--- src/rtl/adc_scan_pkg.sv ---
package adc_scan_pkg;

    localparam int CHAN_W   = 3;
    localparam int NUM_CHAN = 8;
    localparam int RES_W    = 12;
    localparam int CTRL_W   = 8;
    localparam int FRAME_W  = 16;
    localparam int BC_W     = $clog2(FRAME_W);

    typedef enum logic [2:0] {
        ST_IDLE,
        ST_TX,
        ST_WAIT,
        ST_RX,
        ST_GAP
    } frame_state_t;

    typedef struct packed {
        logic bipolar;
        logic diff;
    } scan_cfg_t;

    // Command byte: start bit, channel, mode bits, external-clock normal operation.
    function automatic logic [CTRL_W-1:0] make_ctrl(input logic [CHAN_W-1:0] ch,
                                                    input scan_cfg_t cfg);
        return {1'b1, ch, cfg.bipolar, cfg.diff, 2'b11};
    endfunction

endpackage

--- src/rtl/adc_sclk_tick.sv ---
module adc_sclk_tick #(
    parameter int HALF_DIV = 2
) (
    input  logic clk,
    input  logic rst,
    input  logic run,
    output logic tick
);
    generate
        if (HALF_DIV <= 1) begin : g_direct
            assign tick = run;
        end else begin : g_count
            localparam int CW = $clog2(HALF_DIV);
            logic [CW-1:0] cnt;

            assign tick = run && (cnt == CW'(HALF_DIV - 1));

            always_ff @(posedge clk) begin
                if (rst || !run || tick) begin
                    cnt <= '0;
                end else begin
                    cnt <= cnt + CW'(1);
                end
            end

            // half periods never shorter than one divider round
            a_r2_tick_spacing: assert property (@(posedge clk) disable iff (rst)
                tick |=> !tick);
        end
    endgenerate
endmodule

--- src/rtl/adc_strb_sync.sv ---
module adc_strb_sync (
    input  logic clk,
    input  logic rst,
    input  logic strb_async,
    output logic strb_fall
);
    logic meta_q, sync_q, prev_q;

    always_ff @(posedge clk) begin
        if (rst) begin
            meta_q <= 1'b0;
            sync_q <= 1'b0;
            prev_q <= 1'b0;
        end else begin
            meta_q <= strb_async;
            sync_q <= meta_q;
            prev_q <= sync_q;
        end
    end

    assign strb_fall = prev_q & ~sync_q;

    // one detected edge per strobe fall
    a_r4_single_fall: assert property (@(posedge clk) disable iff (rst)
        strb_fall |=> !strb_fall);
endmodule

--- src/rtl/adc_frame_engine.sv ---
module adc_frame_engine
    import adc_scan_pkg::*;
#(
    parameter int HALF_DIV       = 2,
    parameter int TIMEOUT_CYCLES = 256,
    parameter int GAP_CYCLES     = 4
) (
    input  logic              clk,
    input  logic              rst,
    input  logic              launch,
    input  logic [CTRL_W-1:0] ctrl_byte,
    input  logic              dout_in,
    input  logic              strb_fall,
    output logic              cs_n,
    output logic              sclk,
    output logic              din,
    output logic              res_ok,
    output logic [RES_W-1:0]  res_code,
    output logic              tmo_pulse,
    output logic              frame_done
);
    localparam int TMO_W = $clog2(TIMEOUT_CYCLES + 1);
    localparam int GAP_W = $clog2(GAP_CYCLES + 1);

    frame_state_t      state;
    logic [BC_W-1:0]   bitcnt;
    logic [CTRL_W-1:0] tx_sh;
    logic [RES_W-1:0]  rx_sh;
    logic [TMO_W-1:0]  tmo_cnt;
    logic [GAP_W-1:0]  gap_cnt;
    logic              run;
    logic              tick;

    assign run = (state == ST_TX) || (state == ST_RX);
    assign din = tx_sh[CTRL_W-1];

    adc_sclk_tick #(.HALF_DIV(HALF_DIV)) u_tick (
        .clk  (clk),
        .rst  (rst),
        .run  (run),
        .tick (tick)
    );

    always_ff @(posedge clk) begin
        if (rst) begin
            state      <= ST_IDLE;
            cs_n       <= 1'b1;
            sclk       <= 1'b0;
            bitcnt     <= '0;
            tx_sh      <= '0;
            rx_sh      <= '0;
            tmo_cnt    <= '0;
            gap_cnt    <= '0;
            res_ok     <= 1'b0;
            res_code   <= '0;
            tmo_pulse  <= 1'b0;
            frame_done <= 1'b0;
        end else begin
            res_ok     <= 1'b0;
            tmo_pulse  <= 1'b0;
            frame_done <= 1'b0;
            case (state)
                ST_IDLE: begin
                    if (launch) begin
                        cs_n   <= 1'b0;
                        tx_sh  <= ctrl_byte;
                        bitcnt <= '0;
                        state  <= ST_TX;
                    end
                end
                ST_TX: begin
                    if (tick) begin
                        if (!sclk) begin
                            sclk <= 1'b1;
                        end else begin
                            sclk <= 1'b0;
                            if (bitcnt == BC_W'(CTRL_W - 1)) begin
                                tx_sh   <= '0;
                                tmo_cnt <= '0;
                                state   <= ST_WAIT;
                            end else begin
                                bitcnt <= bitcnt + BC_W'(1);
                                tx_sh  <= {tx_sh[CTRL_W-2:0], 1'b0};
                            end
                        end
                    end
                end
                ST_WAIT: begin
                    if (strb_fall) begin
                        bitcnt <= '0;
                        state  <= ST_RX;
                    end else if (tmo_cnt == TMO_W'(TIMEOUT_CYCLES - 1)) begin
                        cs_n      <= 1'b1;
                        tmo_pulse <= 1'b1;
                        gap_cnt   <= '0;
                        state     <= ST_GAP;
                    end else begin
                        tmo_cnt <= tmo_cnt + TMO_W'(1);
                    end
                end
                ST_RX: begin
                    if (tick) begin
                        if (!sclk) begin
                            sclk <= 1'b1;
                            if (bitcnt < BC_W'(RES_W)) begin
                                rx_sh <= {rx_sh[RES_W-2:0], dout_in};
                            end
                        end else begin
                            sclk <= 1'b0;
                            if (bitcnt == BC_W'(FRAME_W - 1)) begin
                                cs_n     <= 1'b1;
                                res_ok   <= 1'b1;
                                res_code <= rx_sh;
                                gap_cnt  <= '0;
                                state    <= ST_GAP;
                            end else begin
                                bitcnt <= bitcnt + BC_W'(1);
                            end
                        end
                    end
                end
                ST_GAP: begin
                    if (gap_cnt == GAP_W'(GAP_CYCLES - 1)) begin
                        frame_done <= 1'b1;
                        state      <= ST_IDLE;
                    end else begin
                        gap_cnt <= gap_cnt + GAP_W'(1);
                    end
                end
                default: state <= ST_IDLE;
            endcase
        end
    end

    // clock parked while waiting for the converter
    a_r4_quiet_wait: assert property (@(posedge clk) disable iff (rst)
        (state == ST_WAIT) |-> !sclk);

    // select held low through every active phase
    a_r6_cs_in_frame: assert property (@(posedge clk) disable iff (rst)
        (state == ST_TX || state == ST_WAIT || state == ST_RX) |-> !cs_n);

    // a result only follows a completed read phase
    a_r5_result_after_read: assert property (@(posedge clk) disable iff (rst)
        res_ok |-> ($past(state) == ST_RX && cs_n));

    // an abort releases select and gives no result
    a_r9_abort_release: assert property (@(posedge clk) disable iff (rst)
        tmo_pulse |-> (cs_n && !res_ok));
endmodule

--- src/rtl/adc_scan_ctrl.sv ---
module adc_scan_ctrl
    import adc_scan_pkg::*;
#(
    parameter int HALF_DIV       = 2,
    parameter int TIMEOUT_CYCLES = 256,
    parameter int GAP_CYCLES     = 4
) (
    input  logic              clk,
    input  logic              rst,
    input  logic              start,
    input  logic              cfg_bipolar,
    input  logic              cfg_diff,
    input  logic              adc_dout,
    input  logic              adc_strb,
    output logic              adc_cs_n,
    output logic              adc_sclk,
    output logic              adc_din,
    output logic              busy,
    output logic              scan_err,
    output logic              res_valid,
    output logic [CHAN_W-1:0] res_chan,
    output logic [RES_W-1:0]  res_data,
    output logic              res_signed
);
    scan_cfg_t         cfg_q;
    logic [CHAN_W-1:0] chan_q;
    logic              launch_q;
    logic              strb_fall;
    logic              eng_ok;
    logic [RES_W-1:0]  eng_code;
    logic              eng_tmo;
    logic              eng_done;
    logic              accept;

    assign accept = start && !busy;

    adc_strb_sync u_sync (
        .clk        (clk),
        .rst        (rst),
        .strb_async (adc_strb),
        .strb_fall  (strb_fall)
    );

    adc_frame_engine #(
        .HALF_DIV       (HALF_DIV),
        .TIMEOUT_CYCLES (TIMEOUT_CYCLES),
        .GAP_CYCLES     (GAP_CYCLES)
    ) u_engine (
        .clk        (clk),
        .rst        (rst),
        .launch     (launch_q),
        .ctrl_byte  (make_ctrl(chan_q, cfg_q)),
        .dout_in    (adc_dout),
        .strb_fall  (strb_fall),
        .cs_n       (adc_cs_n),
        .sclk       (adc_sclk),
        .din        (adc_din),
        .res_ok     (eng_ok),
        .res_code   (eng_code),
        .tmo_pulse  (eng_tmo),
        .frame_done (eng_done)
    );

    always_ff @(posedge clk) begin
        if (rst) begin
            cfg_q      <= '0;
            chan_q     <= '0;
            launch_q   <= 1'b0;
            busy       <= 1'b0;
            scan_err   <= 1'b0;
            res_valid  <= 1'b0;
            res_chan   <= '0;
            res_data   <= '0;
            res_signed <= 1'b0;
        end else begin
            launch_q  <= 1'b0;
            res_valid <= eng_ok;
            if (eng_ok) begin
                res_data   <= eng_code;
                res_chan   <= chan_q;
                res_signed <= cfg_q.bipolar;
            end
            if (eng_tmo) begin
                scan_err <= 1'b1;
            end
            if (accept) begin
                busy     <= 1'b1;
                chan_q   <= '0;
                cfg_q    <= '{bipolar: cfg_bipolar, diff: cfg_diff};
                scan_err <= 1'b0;
                launch_q <= 1'b1;
            end else if (busy && eng_done) begin
                if (chan_q == CHAN_W'(NUM_CHAN - 1)) begin
                    busy <= 1'b0;
                end else begin
                    chan_q   <= chan_q + CHAN_W'(1);
                    launch_q <= 1'b1;
                end
            end
        end
    end

    // serial clock parked low while deselected
    a_r2_sclk_idle: assert property (@(posedge clk) disable iff (rst)
        adc_cs_n |-> !adc_sclk);

    // results only appear inside a scan
    a_r10_valid_in_scan: assert property (@(posedge clk) disable iff (rst)
        res_valid |-> busy);

    // error flag only cleared by an accepted start
    a_r9_err_sticky: assert property (@(posedge clk) disable iff (rst)
        (scan_err && !accept) |=> scan_err);

    // channel only moves at a frame boundary
    a_r7_chan_hold: assert property (@(posedge clk) disable iff (rst)
        (busy && !eng_done) |=> $stable(chan_q));

    // running scan keeps its configuration
    a_r11_cfg_hold: assert property (@(posedge clk) disable iff (rst)
        busy |=> $stable(cfg_q));
endmodule

--- config.mk ---
export PLATFORM = sky130hd
export DESIGN_NAME = adc_scan_ctrl
export DESIGN_NICKNAME = d
export VERILOG_FILES = /design/src/rtl/adc_scan_pkg.sv /design/src/rtl/adc_sclk_tick.sv /design/src/rtl/adc_strb_sync.sv /design/src/rtl/adc_frame_engine.sv /design/src/rtl/adc_scan_ctrl.sv
export SDC_FILE = /design/constraint.sdc
export NUM_CORES = 1
export LEC_CHECK = 0
export ABC_AREA = 1
export BUFFER_PORTS_ARGS = -buffer_cell sky130_fd_sc_hd__buf_2
export CAP_MARGIN = 20
export CORE_ASPECT_RATIO = 1.2
export CORE_MARGIN = 1.5
export CORE_UTILIZATION = 45
export DETAILED_ROUTE_END_ITERATION = 7
export PLACE_DENSITY = 0.71
export SETUP_SLACK_MARGIN = 0.1
export SYNTH_ARGS = -nofsm -noshare
export SYNTH_HDL_FRONTEND = slang
export SYNTH_SLANG_ARGS = --single-unit
--- constraint.sdc ---
create_clock -name clk -period 1.9 [get_ports clk]
set_input_delay 0.19 -clock clk [delete_from_list [all_inputs] [get_ports clk]]
set_output_delay 0.19 -clock clk [all_outputs]
set_load 0.005 [all_outputs]
Yosys cells after proc, flatten, opt, wreduce, memory -nomap -nowiden:

Index checks and enable logic that the tools add are counted.

* $add $sub $neg: 5
* $lt $le $gt $ge: 1
* eq/ne operators: 25
* muxes and demuxes: 55
* bitwise logic cells: 8
* reduce and logical (&&, ||, !) cells: 32

Operators with widths (number)
* $mux 3: 16
* $mux 9: 5
* $mux 4: 8
* $mux 8: 4
* $ne 2x2->1 const B: 11
* $pmux 9 s2: 1
* $reduce_and 9->1: 2
* $mux 1: 16
* $pmux 4 s4: 1
* $pmux 8 s2: 1
* $pmux 3 s5: 1
* $reduce_and 7->1: 2
* $reduce_and 4->1: 3
* $add 9x1->9 const B: 1
* $eq 3x2->1 const B: 3
* $eq 9x8->1 const B: 1
* $pmux 3 s3: 1
* $ne 2x1->1 const B: 4
* $reduce_bool 2->1: 4
* $not 1->1: 7
* $add 3x1->3 const B: 2
* $eq 3x3->1 const B: 2
* $reduce_and 2->1: 3
* $reduce_and 6->1: 1
* other kinds (18): 26

* register bits after elaboration: 85
* input bits: 7
* word-level logic and storage cells: 152

Logic depth before layout (Yosys ltp):

Gate-level depths: netlist of the first run.

* word-level depth: 5
* gate-level depth with buffers: 13
* depth with buffers taken out: 13

Modules after synthesis:

A second synthesis of the first run with hierarchy kept.

* cell total of the unflattened synthesis: 528
* area, all modules: 3796.1 um^2

By module, submodules not included
* adc_frame_engine: times used 1, cells an instance 397, area an instance 2753.9 um^2
* adc_scan_ctrl: times used 1, cells an instance 114, area an instance 908.4 um^2
* adc_strb_sync: times used 1, cells an instance 11, area an instance 92.6 um^2
* adc_sclk_tick: times used 1, cells an instance 6, area an instance 41.3 um^2

Worst setup path after synthesis of the first run:

No wires, ideal clock.

* path type: reg2reg
* from: register u_engine.tmo_cnt[0]
* to: register u_engine.gap_cnt[0]
* library setup time: 113 ps
* arrival: 1749 ps
* required time: 1787 ps
* path slack: 38 ps
* stages on the path, launching flop included: 14
* buffers on the path: 0
* clock period less this slack: 1862 ps
* cell sequence: dfxtp_1 ha_1 nand2_1 nor3_1 nand2_1 nor2_1 ha_1 inv_1 o21ai_1 nand2_1 nor2_2 nand2_1 nand2_1 nor2_1

* longest elaborated chain between the ends: 3

RTL lines
* from (decl): RTL line adc_frame_engine.sv:29 `logic [TMO_W-1:0] tmo_cnt;`
* from (signal assigned): RTL line adc_frame_engine.sv:98 `tmo_cnt <= tmo_cnt + TMO_W'(1);`
* $eq 9x8->1: RTL line adc_frame_engine.sv:92 `end else if (tmo_cnt == TMO_W'(TIMEOUT_CYCLES - 1)) begin`
* $ne 2x1->1 (no source line)
* $reduce_and 7->1 (no source line)
* to (signal assigned): RTL line adc_frame_engine.sv:127 `gap_cnt <= gap_cnt + GAP_W'(1);`
* to (decl): RTL line adc_frame_engine.sv:30 `logic [GAP_W-1:0] gap_cnt;`

No other way between the ends.
A chain may end at the register's enable or synchronous reset.

Worst setup path in the final report of the first run:

* from: register u_engine.tmo_cnt[0]
* to: register u_engine.tmo_cnt[0]

* longest elaborated chain between the ends: 4
* elaborated cells between the ends (all ways): 7
* those cells by class: add/sub (1); eq/ne (2); mux (3); reduce/logical (1)

RTL lines
* $add 9x1->9: RTL line adc_frame_engine.sv:98
* $mux 9: RTL line adc_frame_engine.sv:92
* $mux 9: RTL line adc_frame_engine.sv:89 `if (strb_fall) begin`
* $pmux 9 s2: RTL line adc_frame_engine.sv:62 `case (state)`

Several ways; a longest one is shown, not always the timed one. The select of a mux whose other input is x is not followed.

==> results.toml, run 1 <==
[setup_path]
cp_top_family = "simple AND/OR/NAND/NOR gates"
endpoint_kind = "flip-flop"
rr_startpoint = "u_engine.tmo_cnt[0]"
cp.arrival_ns = 2.09
cp-startpoint = "u_engine.tmo_cnt[0]"
critical-path-max-stage-delay_ns = 0.38
crit_buf_inv = 1
crit_required_ns = 2.18
crit_chain = "ha_4 > nand2_4 > nor3_4 > nand2_1 > nor2_1 > ha_2 > inv_2 > nand2_1 > nand2_4 > nand2_4 > nand2_1 > a21oi_1"
worstSetupPathType = "reg2reg"
path_max_fanout = 7
cp-start-kind = "flip-flop"
slowest_stage = "dfxtp_4"

[floorplan]
fp.dieH_um = 101.0
rows = 35
die_x_um = 84.65
initial_core_util_pct = 46.70
die_area_um2 = 8547
top_level_ports = 29
coreArea_um2 = 7707

[place]
preCtsSetupSlack_ns = -0.02297
dp_cells = 604
io_buffers = 28
dp_hpwl_um = 5176
gp_congestion = 0.8437
place_area_um2 = 3862

[drt]
drt-vias-per-instance = 5.096
wl_per_cell_um = 12.06
drt_wl_total_um = 7538
dr.first_iter.drc_count = 141
ant_nets = 0
drtPass1Iterations = 5
dr_total_vias = 3185
drc = 0

[run]
maxCapViolCount = 0

[power_and_ir_drop]
peakVddDrop_uv = 665.7
powerDensity_nw_per_um2 = 1188
leakage_nw = 1.777
finalPower_mw = 4.968

[status]
status = "finished clean"

[yosys]
synthFlopType = "dfxtp_1"
synth_edf_count = 0
syn_nets = 504
netlist_instances = 490
ys_seq_area_share_pct = 47.27
ys_types = 32
ys_warn_count = 0
ys_ff_latch = 85
netlist_area_um2 = 3600
syn_area_per_cell_um2 = 7.346
async_flop_share_pct = 0

[sta]
max_slew_margin_pct = 69.63
rsz0062_at_grt = "yes"
fin_crit_sh_pct = 94.96
hold_ws_ns = 0.04259
setup_violations = 0
tns_ns = 0
hold_viol_final = 0
fmaxAchievable_mhz = 554.3
skew_ns = 0.01047
drv_slew = 0
finalCriticalPeriod_ns = 1.804
tightest_slew_ns = 0.4549
layout_setup_ws_ns = 0.09578

[layout]
antenna_cells = 0
final_cells = 625
nNetsFinal = 542
fill_cells = 738
stdcell_area_um2 = 4183
final_layout_size_suffix_gt1_share_pct = 19.51
area_delta_synth_final_pct = 16.20
finish.utilization_pct = 54.27

[min_path]
holdCritPathClass = "in2reg"
hold_start = "adc_strb"

[clock_network]
cts_buffer_depth = 2
cts.clk_slew.worst_paths_ns = 0.09
cts-hold-fix-buffers = 0
numCtsBuffers = 9
cts-root-buf = "clkbuf_8"
clk_latency_ns = 0.36
cts_max_level = 3
cts_tree = "done"
cts.sinks = 85

[global_routing]
grt_overflow_total = 0
grt_pass1_vias = 2994
antenna_found_initial = 0
grt_pass1_wl_um = 13100
grt_max_degree = 44
track_usage_pct = 18.96
==> Yosys cell counts (2+ instances only) <==
library cell  number  area (µm²)
a21oi_1           50       250.2
buf_2              2       10.01
buf_4              3       22.52
clkbuf_1          10       37.54
dfxtp_1           85        1702
ha_1               7       87.58
inv_1             43       161.4
inv_2              8       30.03
nand2_1           94       352.8
nand2_2            5       31.28
nand3_1           18       90.09
nand3_2            3       30.03
nor2_1            71       266.5
nor2_2             8       50.05
nor3_1             8       40.04
o21ai_0           37       185.2
o21ai_1           22       110.1
or2_1              2       12.51
==> power by group <==
part | leakage, nW | switching (mW) | internal [mW]
clock | 0.106 | 0.690 | 0.628
combinational | 0.980 | 1.01 | 0.522
sequential | 0.691 | 0.168 | 1.95
==> layout make-up <==
| class | instances | area (µm²) | share of cell area (%) |
|---|---|---|---|
| Multi-Input combinational cell | 336 | 1690 | 40.41 |
| Tap cell | 92 | 115.1 | 2.752 |
| Sequential cell | 85 | 1712 | 40.92 |
| Timing Repair Buffer | 44 | 260.3 | 6.222 |
| Clock inverter | 7 | 81.33 | 1.944 |
| Inverter | 52 | 200.2 | 4.786 |
| Clock buffer | 9 | 123.9 | 2.961 |
==> state kept, by name, summed over array words and instances, names as in the netlist, 2 cells and up <==
register and cells:
res_data 12, u_engine.tx_sh 8, u_engine.tmo_cnt 9, cfg_q 2
u_engine.gap_cnt 3, chan_q 3, u_engine.state 3, u_engine.res_code 12
res_chan 3, u_engine.bitcnt 4, u_engine.rx_sh 12
==> routing by layer <==
| layer | global-route usage, % | wire length, µm | vias up | share of wire (%) |
|---|---|---|---|---|
| met5 | 0 | 0 | - | 0 |
| met3 | 3.112 | 191 | 16 | 2.5 |
| met4 | 9.553 | 189 | 0 | 2.5 |
| met1 | 21.98 | 3277 | 1469 | 43 |
| li1 | - | - | 1650 | - |
| met2 | 33.70 | 3879 | 50 | 51 |
==> what timing repair did <==
item                       4_1_cts  5_1_grt
pin swaps                       10        7
setup endpoints to repair       13       29
setup buffers                    4        1
resized for setup               14        8
==> layout by cell type (no fill, tap or decap), types with 2 or more instances in the layout <==
cell and count:
buf_2 28, dfxtp_4 2, nor3_4 2, inv_1 42, nor2_4 2, nor2_2 8, nand3_2 2, buf_4 16
inv_2 8, nand2_4 4, nand3_1 18, nand2_1 91, or2_1 2, ha_1 5, nand2_2 5, clkinv_4 2
inv_4 2, nor3_1 7, a21oi_1 50, clkbuf_8 9, o21ai_1 21, o21ai_0 37, nor2_1 70, inv_6 2
dfxtp_1 81, dfxtp_2 2
==> worst min-delay path, cell delays in order <==
cell    delay (ns)
buf_2         0.09
inv_1         0.04
nor2_1        0.03
==> final timing paths <==
check | to | slack, ns | cells past startpoint
max reg2reg | u_engine.tmo_cnt[0] | 0.1 | 12
min reg2reg | u_sync.sync_q | 0.41 | 2
min | u_sync.meta_q | 0.04 | 3
max | u_engine.tmo_cnt[0] | 0.1 | 12
==> cells by family after synthesis <==
kind of cell	synth area share, %
simple gates	26.24
compound gates	16.20
flops	47.27
buf+inv	7.855
fa+ha+maj	2.433
Note: power is estimated with default switching activity, not from simulation.
==> run 2, diff against run 1 <==
--- a/config.mk
+++ b/config.mk
@@ -8,11 +8,13 @@
 export ABC_AREA = 1
 export BUFFER_PORTS_ARGS = -buffer_cell sky130_fd_sc_hd__buf_2
 export CAP_MARGIN = 20
+export CELL_PAD_IN_SITES_DETAIL_PLACEMENT = 0
+export CELL_PAD_IN_SITES_GLOBAL_PLACEMENT = 2
 export CORE_ASPECT_RATIO = 1.2
 export CORE_MARGIN = 1.5
-export CORE_UTILIZATION = 45
+export CORE_UTILIZATION = 31
 export DETAILED_ROUTE_END_ITERATION = 7
-export PLACE_DENSITY = 0.71
+export PLACE_DENSITY = 0.81
 export SETUP_SLACK_MARGIN = 0.1
 export SYNTH_ARGS = -nofsm -noshare
 export SYNTH_HDL_FRONTEND = slang
==> run 2 against run 1 <==
Combinational power up 4%. Clock skew down 0.0032 ns. Global-route usage fell by 4.6 points. Cell area is 4.8% higher. Total power is 8.8% higher. Wire length increased by 7.3%. Register-to-register slack better by 0.04 ns. Cell count grew 10%. Setup slack better by 0.044 ns. Critical endpoint is now u_engine.gap_cnt[0]. Largest cell class unchanged. Largest power group unchanged. Highest routed layer unchanged.
==> results.toml, run 2 (synthesis gave the netlist of run 1 again) <==
[status]
status = "finished clean"

[sta]
finalCriticalPeriod_ns = 1.760
skew_ns = 0.007305
drv_slew = 0
rsz0062_at_grt = "yes"
hold_viol_final = 0
setup_violations = 0
max_slew_margin_pct = 70.72
fmaxAchievable_mhz = 568.2
tightest_slew_ns = 0.4387
fin_crit_sh_pct = 92.64

[setup_path]
worstReg2RegEnd = "u_engine.gap_cnt[0]"
rr_startpoint = "u_engine.tmo_cnt[1]"
reg2reg_depth = 13
cp_common_cell = "nand2_1"
path_max_fanout = 6
r2r_setup_slack_ns = 0.14
cp-start-kind = "flip-flop"
slowest_stage = "dfxtp_2"
cp.arrival_ns = 1.99
crit_required_ns = 2.13
critical-path-max-stage-delay_ns = 0.35
crit_chain = "ha_4 > nand2_4 > nor3_4 > nand2_1 > nor2_1 > ha_2 > inv_2 > o21ai_2 > nand2_2 > nor2_4 > nand2_1 > nand2_1 > nor2_1"
worstSetupPathType = "reg2reg"
endpoint_kind = "flip-flop"

[drt]
dr_total_vias = 3133
dr.first_iter.drc_count = 86
wl_per_cell_um = 11.72
drc = 0
ant_nets = 0
drt-vias-per-instance = 4.541
drtPass1Iterations = 4
drt_wl_total_um = 8089

[power_and_ir_drop]
leakage_nw = 1.837
powerDensity_nw_per_um2 = 1233
peakVddDrop_uv = 440.5

[global_routing]
grt_pass1_wl_um = 14010
grt_max_degree = 46
grt_pass1_vias = 3133
track_usage_pct = 14.33
antenna_found_initial = 0
grt_overflow_total = 0

[clock_network]
cts.clk_slew.worst_paths_ns = 0.07
clk_latency_ns = 0.34
cts_tree = "done"
cts_max_level = 3
cts_buffer_depth = 2
cts.sinks = 85
numCtsBuffers = 9
cts-hold-fix-buffers = 0
cts-root-buf = "clkbuf_16"

[floorplan]
initial_core_util_pct = 32.16
die_x_um = 101.4
coreArea_um2 = 11190
top_level_ports = 29
fp.dieH_um = 121.0
die_area_um2 = 12270
rows = 42

[min_path]
whs_path_depth = 3
worstHoldEndpoint = "u_sync.meta_q"
holdCritPathClass = "in2reg"
hold_start = "adc_strb"

[place]
dp_cells = 670
io_buffers = 28
place_area_um2 = 3983
dp_hpwl_um = 5751
gp_congestion = 0.8231

[layout]
final_cell_mix = "nand2_1 (90), dfxtp_1 (82), nor2_1 (70)"
final_cells = 690
area_delta_synth_final_pct = 21.76
mostFrequentLayoutCell = "nand2_1"
top_regs = "res_data x12, u_engine.res_code x12, u_engine.rx_sh x12"
final_layout_size_suffix_gt1_share_pct = 19.96
antenna_cells = 0
stdcell_area_um2 = 4383
nNetsFinal = 545

[run]
maxCapViolCount = 0
-- run 2: changes by cell type in the layout (fill, tap and decap cells not counted), moves of 2 or more --
| cell | previous run | this run |
|---|---|---|
| buf_4 | 16 | 18 |
| clkbuf_16 | 0 | 9 |
| clkbuf_8 | 9 | 0 |
| dfxtp_4 | 2 | 0 |
| inv_6 | 2 | 0 |
| inv_8 | 1 | 3 |
-- run 2: worst max path at each step --
stage | startpoint | endpoint | slack, ns | cells past startpoint
global placement | u_engine.tmo_cnt[0] | u_engine.gap_cnt[1] | 0.05 | 13
detailed placement | u_engine.tmo_cnt[0] | u_engine.gap_cnt[0] | -0.001 | 13
CTS | u_engine.tmo_cnt[1] | u_engine.gap_cnt[0] | 0.06 | 13
floorplan | u_engine.tmo_cnt[0] | u_engine.gap_cnt[0] | 0.12 | 13
global route | u_engine.tmo_cnt[1] | u_engine.gap_cnt[0] | -0.03 | 13
finish | u_engine.tmo_cnt[1] | u_engine.gap_cnt[0] | 0.14 | 13
-- run 2: cell type report --
cell class	count	area, µm²
clock buffer	9	225.2
fill	1205	6810
sequential	85	1705
tap	154	192.7
inverter	52	197.7
multi-input combinational	336	1690
clock inverter	7	76.32
timing repair buffer	47	295.3
-- run 2: what timing repair did --
item                                    4_1_cts  5_1_grt
endpoints found under the hold margin         0        0
gates resized for setup                      10        9
buffers inserted                              2        2
endpoints found under the setup margin       12       16
pin swaps                                    10        7
-- run 2: where the power goes --
part | internal [mW] | leakage (nW) | switching, mW
clock | 0.932 | 0.148 | 0.804
sequential | 1.95 | 0.690 | 0.135
combinational | 0.527 | 0.998 | 1.06
total | 3.41 | 1.84 | 2.00
-- run 2: through the flow --
step | hold WS, ns | utilization [%] | setup TNS [ns] | setup slack [ns] | total power, mW
3_3_place_gp | 0.4052 | 35.58 | 0 | 0.04858 | 3.659
5_1_grt | 0.08917 | 39.16 | -0.1349 | -0.02966 | 5.775
6_report | 0.05636 | 39.16 | 0 | 0.1399 | 5.404
2_1_floorplan | 0.2970 | - | 0 | 0.1235 | 3.288
3_5_place_dp | 0.3993 | 35.58 | -0.001281 | -0.001281 | 3.661
4_1_cts | 0.04748 | 38.69 | 0 | 0.05789 | 5.438
-- run 2: critical path, delay by kind of cell (launching register included) --
kind | cells | cell delay, ns
simple gates | 9 | 0.77
flops | 1 | 0.35
fa+ha+maj | 2 | 0.35
compound gates | 1 | 0.13
buf+inv | 1 | 0.06
-- run 2: per-layer routing --
layer | global-route usage, % | vias up | share of wire, %
li1 | - | 1666 | -
met1 | 16.49 | 1435 | 45
met2 | 25.88 | 22 | 52
met3 | 2.304 | 10 | 1.9
met4 | 6.076 | 0 | 1.5
met5 | 0 | - | 0
==> run 3, diff against run 2 <==
--- a/config.mk
+++ b/config.mk
@@ -18,4 +18,5 @@
 export SETUP_SLACK_MARGIN = 0.1
 export SYNTH_ARGS = -nofsm -noshare
 export SYNTH_HDL_FRONTEND = slang
+export SYNTH_HIERARCHICAL = 1
 export SYNTH_SLANG_ARGS = --single-unit
==> run 3 against run 2 <==
Combinational power increased by 7%. Clock-buffer cell count unchanged. Utilization decreased by 0.69 points. Sequential power increased by 3%. Sequential share of layout area decreased by 1.9 points. Register-to-register slack improved by 0.05 ns. Maximum frequency increased by 3.1%. Wire length increased by 8.9%. Largest power group unchanged.
==> results.toml, run 3 <==
[clock_network]
cts_tree = "done"
cts-root-buf = "clkbuf_16"
cts.sinks = 85
cts.clk_slew.worst_paths_ns = 0.06
clk_latency_ns = 0.34
cts-hold-fix-buffers = 0
cts_max_level = 3
cts_buffer_depth = 2
numCtsBuffers = 9

[power_and_ir_drop]
leakage_nw = 1.981
peakVddDrop_uv = 374.9
powerDensity_nw_per_um2 = 1255

[setup_path]
crit_required_ns = 2.14
rr_startpoint = "u_engine/tmo_cnt[0]"
cp.arrival_ns = 1.95
endpoint_kind = "flip-flop"
path_max_fanout = 6
reg2reg_depth = 13
r2r_setup_slack_ns = 0.19
worstSetupPathType = "reg2reg"
cp-start-kind = "flip-flop"
worstReg2RegEnd = "u_engine/gap_cnt[0]"

[yosys]
yosys-top-cells-area = "dfxtp_1 (45%), nand2_1 (11%), nor2_1 (8.9%)"
ys_seq_area_share_pct = 44.83
ys_ff_latch = 85
synth_edf_count = 0
ys_types = 36
ys_warn_count = 6
synthFlopType = "dfxtp_1"
syn_area_per_cell_um2 = 7.190
async_flop_share_pct = 0
netlist_instances = 528
yosys-top-cells-count = "nand2_1 (109), nor2_1 (90), dfxtp_1 (85), inv_1 (53), o21ai_0 (49)"
yosysTopAreaCell = "dfxtp_1"
synth.top_cell.area_share_pct = 44.83
synth_most_common_cell = "nand2_1"
netlist_area_um2 = 3796

[floorplan]
coreArea_um2 = 12000
rows = 44
top_level_ports = 29
fp.dieH_um = 124.2
initial_core_util_pct = 31.63
die_area_um2 = 12920
die_x_um = 104.0

[sta]
layout_setup_ws_ns = 0.1932
drv_slew = 0
hold_viol_final = 0
hold_ws_ns = 0.05972
rsz0062_at_grt = "yes"
finalCriticalPeriod_ns = 1.707
skew_ns = 0.006771
fmaxAchievable_mhz = 585.9
fin_crit_sh_pct = 89.83
setup_violations = 0

[drt]
wl_per_cell_um = 11.92
dr.first_iter.drc_count = 128
drtPass1Iterations = 4
drt_wl_total_um = 8806
dr_total_vias = 3323
drc = 0
drt-vias-per-instance = 4.497
ant_nets = 0

[min_path]
worstHoldEndpoint = "u_sync/meta_q"
holdCritPathClass = "in2reg"
hold_start = "adc_strb"
whs_path_depth = 3

[place]
dp_cells = 718
io_buffers = 28
dp_hpwl_um = 6021
place_area_um2 = 4160
preCtsSetupSlack_ns = -0.03781
gp_congestion = 0.8090

[layout]
final_layout_size_suffix_gt1_share_pct = 21.63
antenna_cells = 0
mostFrequentLayoutCell = "nand2_1"
nNetsFinal = 587
area_delta_synth_final_pct = 21.62
stdcell_area_um2 = 4617
finish.utilization_pct = 38.47
final_cells = 739
top_regs = "res_data x12, u_engine/res_code x12, u_engine/rx_sh x12"
final_cell_mix = "nand2_1 (106), nor2_1 (85), dfxtp_1 (80)"

[global_routing]
track_usage_pct = 14.13
antenna_found_initial = 0
grt_pass1_wl_um = 14900
grt_max_degree = 25
grt_overflow_total = 0
grt_pass1_vias = 3167

[run]
maxCapViolCount = 0

[status]
status = "finished clean"
## run 3: changes by cell type after synthesis, sizes merged, moves of 4 or more
cell and delta:
nand2 +13, clkbuf -6, buf +6, nor2 +22
inv +9, nand4 +4, nor3 -5, a21oi -8
o21ai -4
## run 3: kinds of logic (layout without fill, tap and decap cells)
logic type	Yosys count	count (layout)	synth area share (%)
AO/OA/AOI/OAI	100	100	13.51
XOR/XNOR	1	1	0.2308
adder cells (fa/ha/maj)	7	7	2.307
buffers and inverters	79	126	9.130
flip-flops	85	85	44.83
other	1	3	0.09878
AND/OR/NAND/NOR	255	256	29.89
## run 3: final cells by class
type | count | area [µm²]
fillers | 1338 | 7385
clock buffers | 9 | 225.2
well taps | 161 | 201.4
clock inverters | 7 | 103.9
repair buffers | 48 | 290.3
multi-input cells | 367 | 1847
inverters | 62 | 241.5
flip-flops and latches | 85 | 1708
## run 3: worst max-delay path by stage
stage | startpoint | to | slack (ns) | cells past startpoint
4_1_cts | u_engine/tmo_cnt[1] | u_engine/state[0] | 0.08 | 13
5_1_grt | u_engine/tmo_cnt[0] | u_engine/gap_cnt[1] | 0.06 | 13
2_1_floorplan | u_engine/tmo_cnt[0] | u_engine/gap_cnt[0] | 0.13 | 13
3_5_place_dp | u_engine/tmo_cnt[1] | u_engine/state[0] | -0.04 | 13
6_report | u_engine/tmo_cnt[0] | u_engine/gap_cnt[0] | 0.19 | 13
3_3_place_gp | u_engine/tmo_cnt[1] | u_engine/state[0] | 0.03 | 13
## run 3: metrics by stage
step                      setup TNS, ns  total power [mW]
after floorplan                       0             3.393
after global placement                0             3.754
after detailed placement        -0.1312             3.764
after CTS                             0             5.764
after global routing                  0             6.220
final                                 0             5.795
## run 3: timing repair
action | 4_1_cts | 5_1_grt
pin swaps | 9 | 11
endpoints found under the setup margin | 15 | 19
setup buffers | 1 | 3
gates cloned | 0 | 1
resized for setup | 12 | 15
## run 3: power breakdown
part | leakage [nW] | total (mW) | switching (mW) | internal, mW
registers | 0.691 | 2.15 | 0.157 | 1.99
clock network | 0.160 | 1.95 | 0.774 | 1.17
logic | 1.13 | 1.70 | 1.09 | 0.606
## run 3: per-layer routing
metal / GRT usage, % / up-vias / wire (µm)
li1: - / 1763 / -
met1: 17.61 / 1501 / 4255
met2: 23.26 / 43 / 4119
met3: 2.731 / 16 / 228
met4: 6.944 / 0 / 203
met5: 0 / - / 0
## run 3: worst max-delay path: stages (launching register included)
cell and delay, ns:
dfxtp_2 0.35, ha_4 0.15, nand2_4 0.05, nor2_4 0.09, nand2_2 0.06, nor3_2 0.11
ha_2 0.24, inv_2 0.06, nand2_4 0.08, nand3_4 0.08, nor2_4 0.18, nand2_1 0.06
nand2_1 0.06, nor2_1 0.04
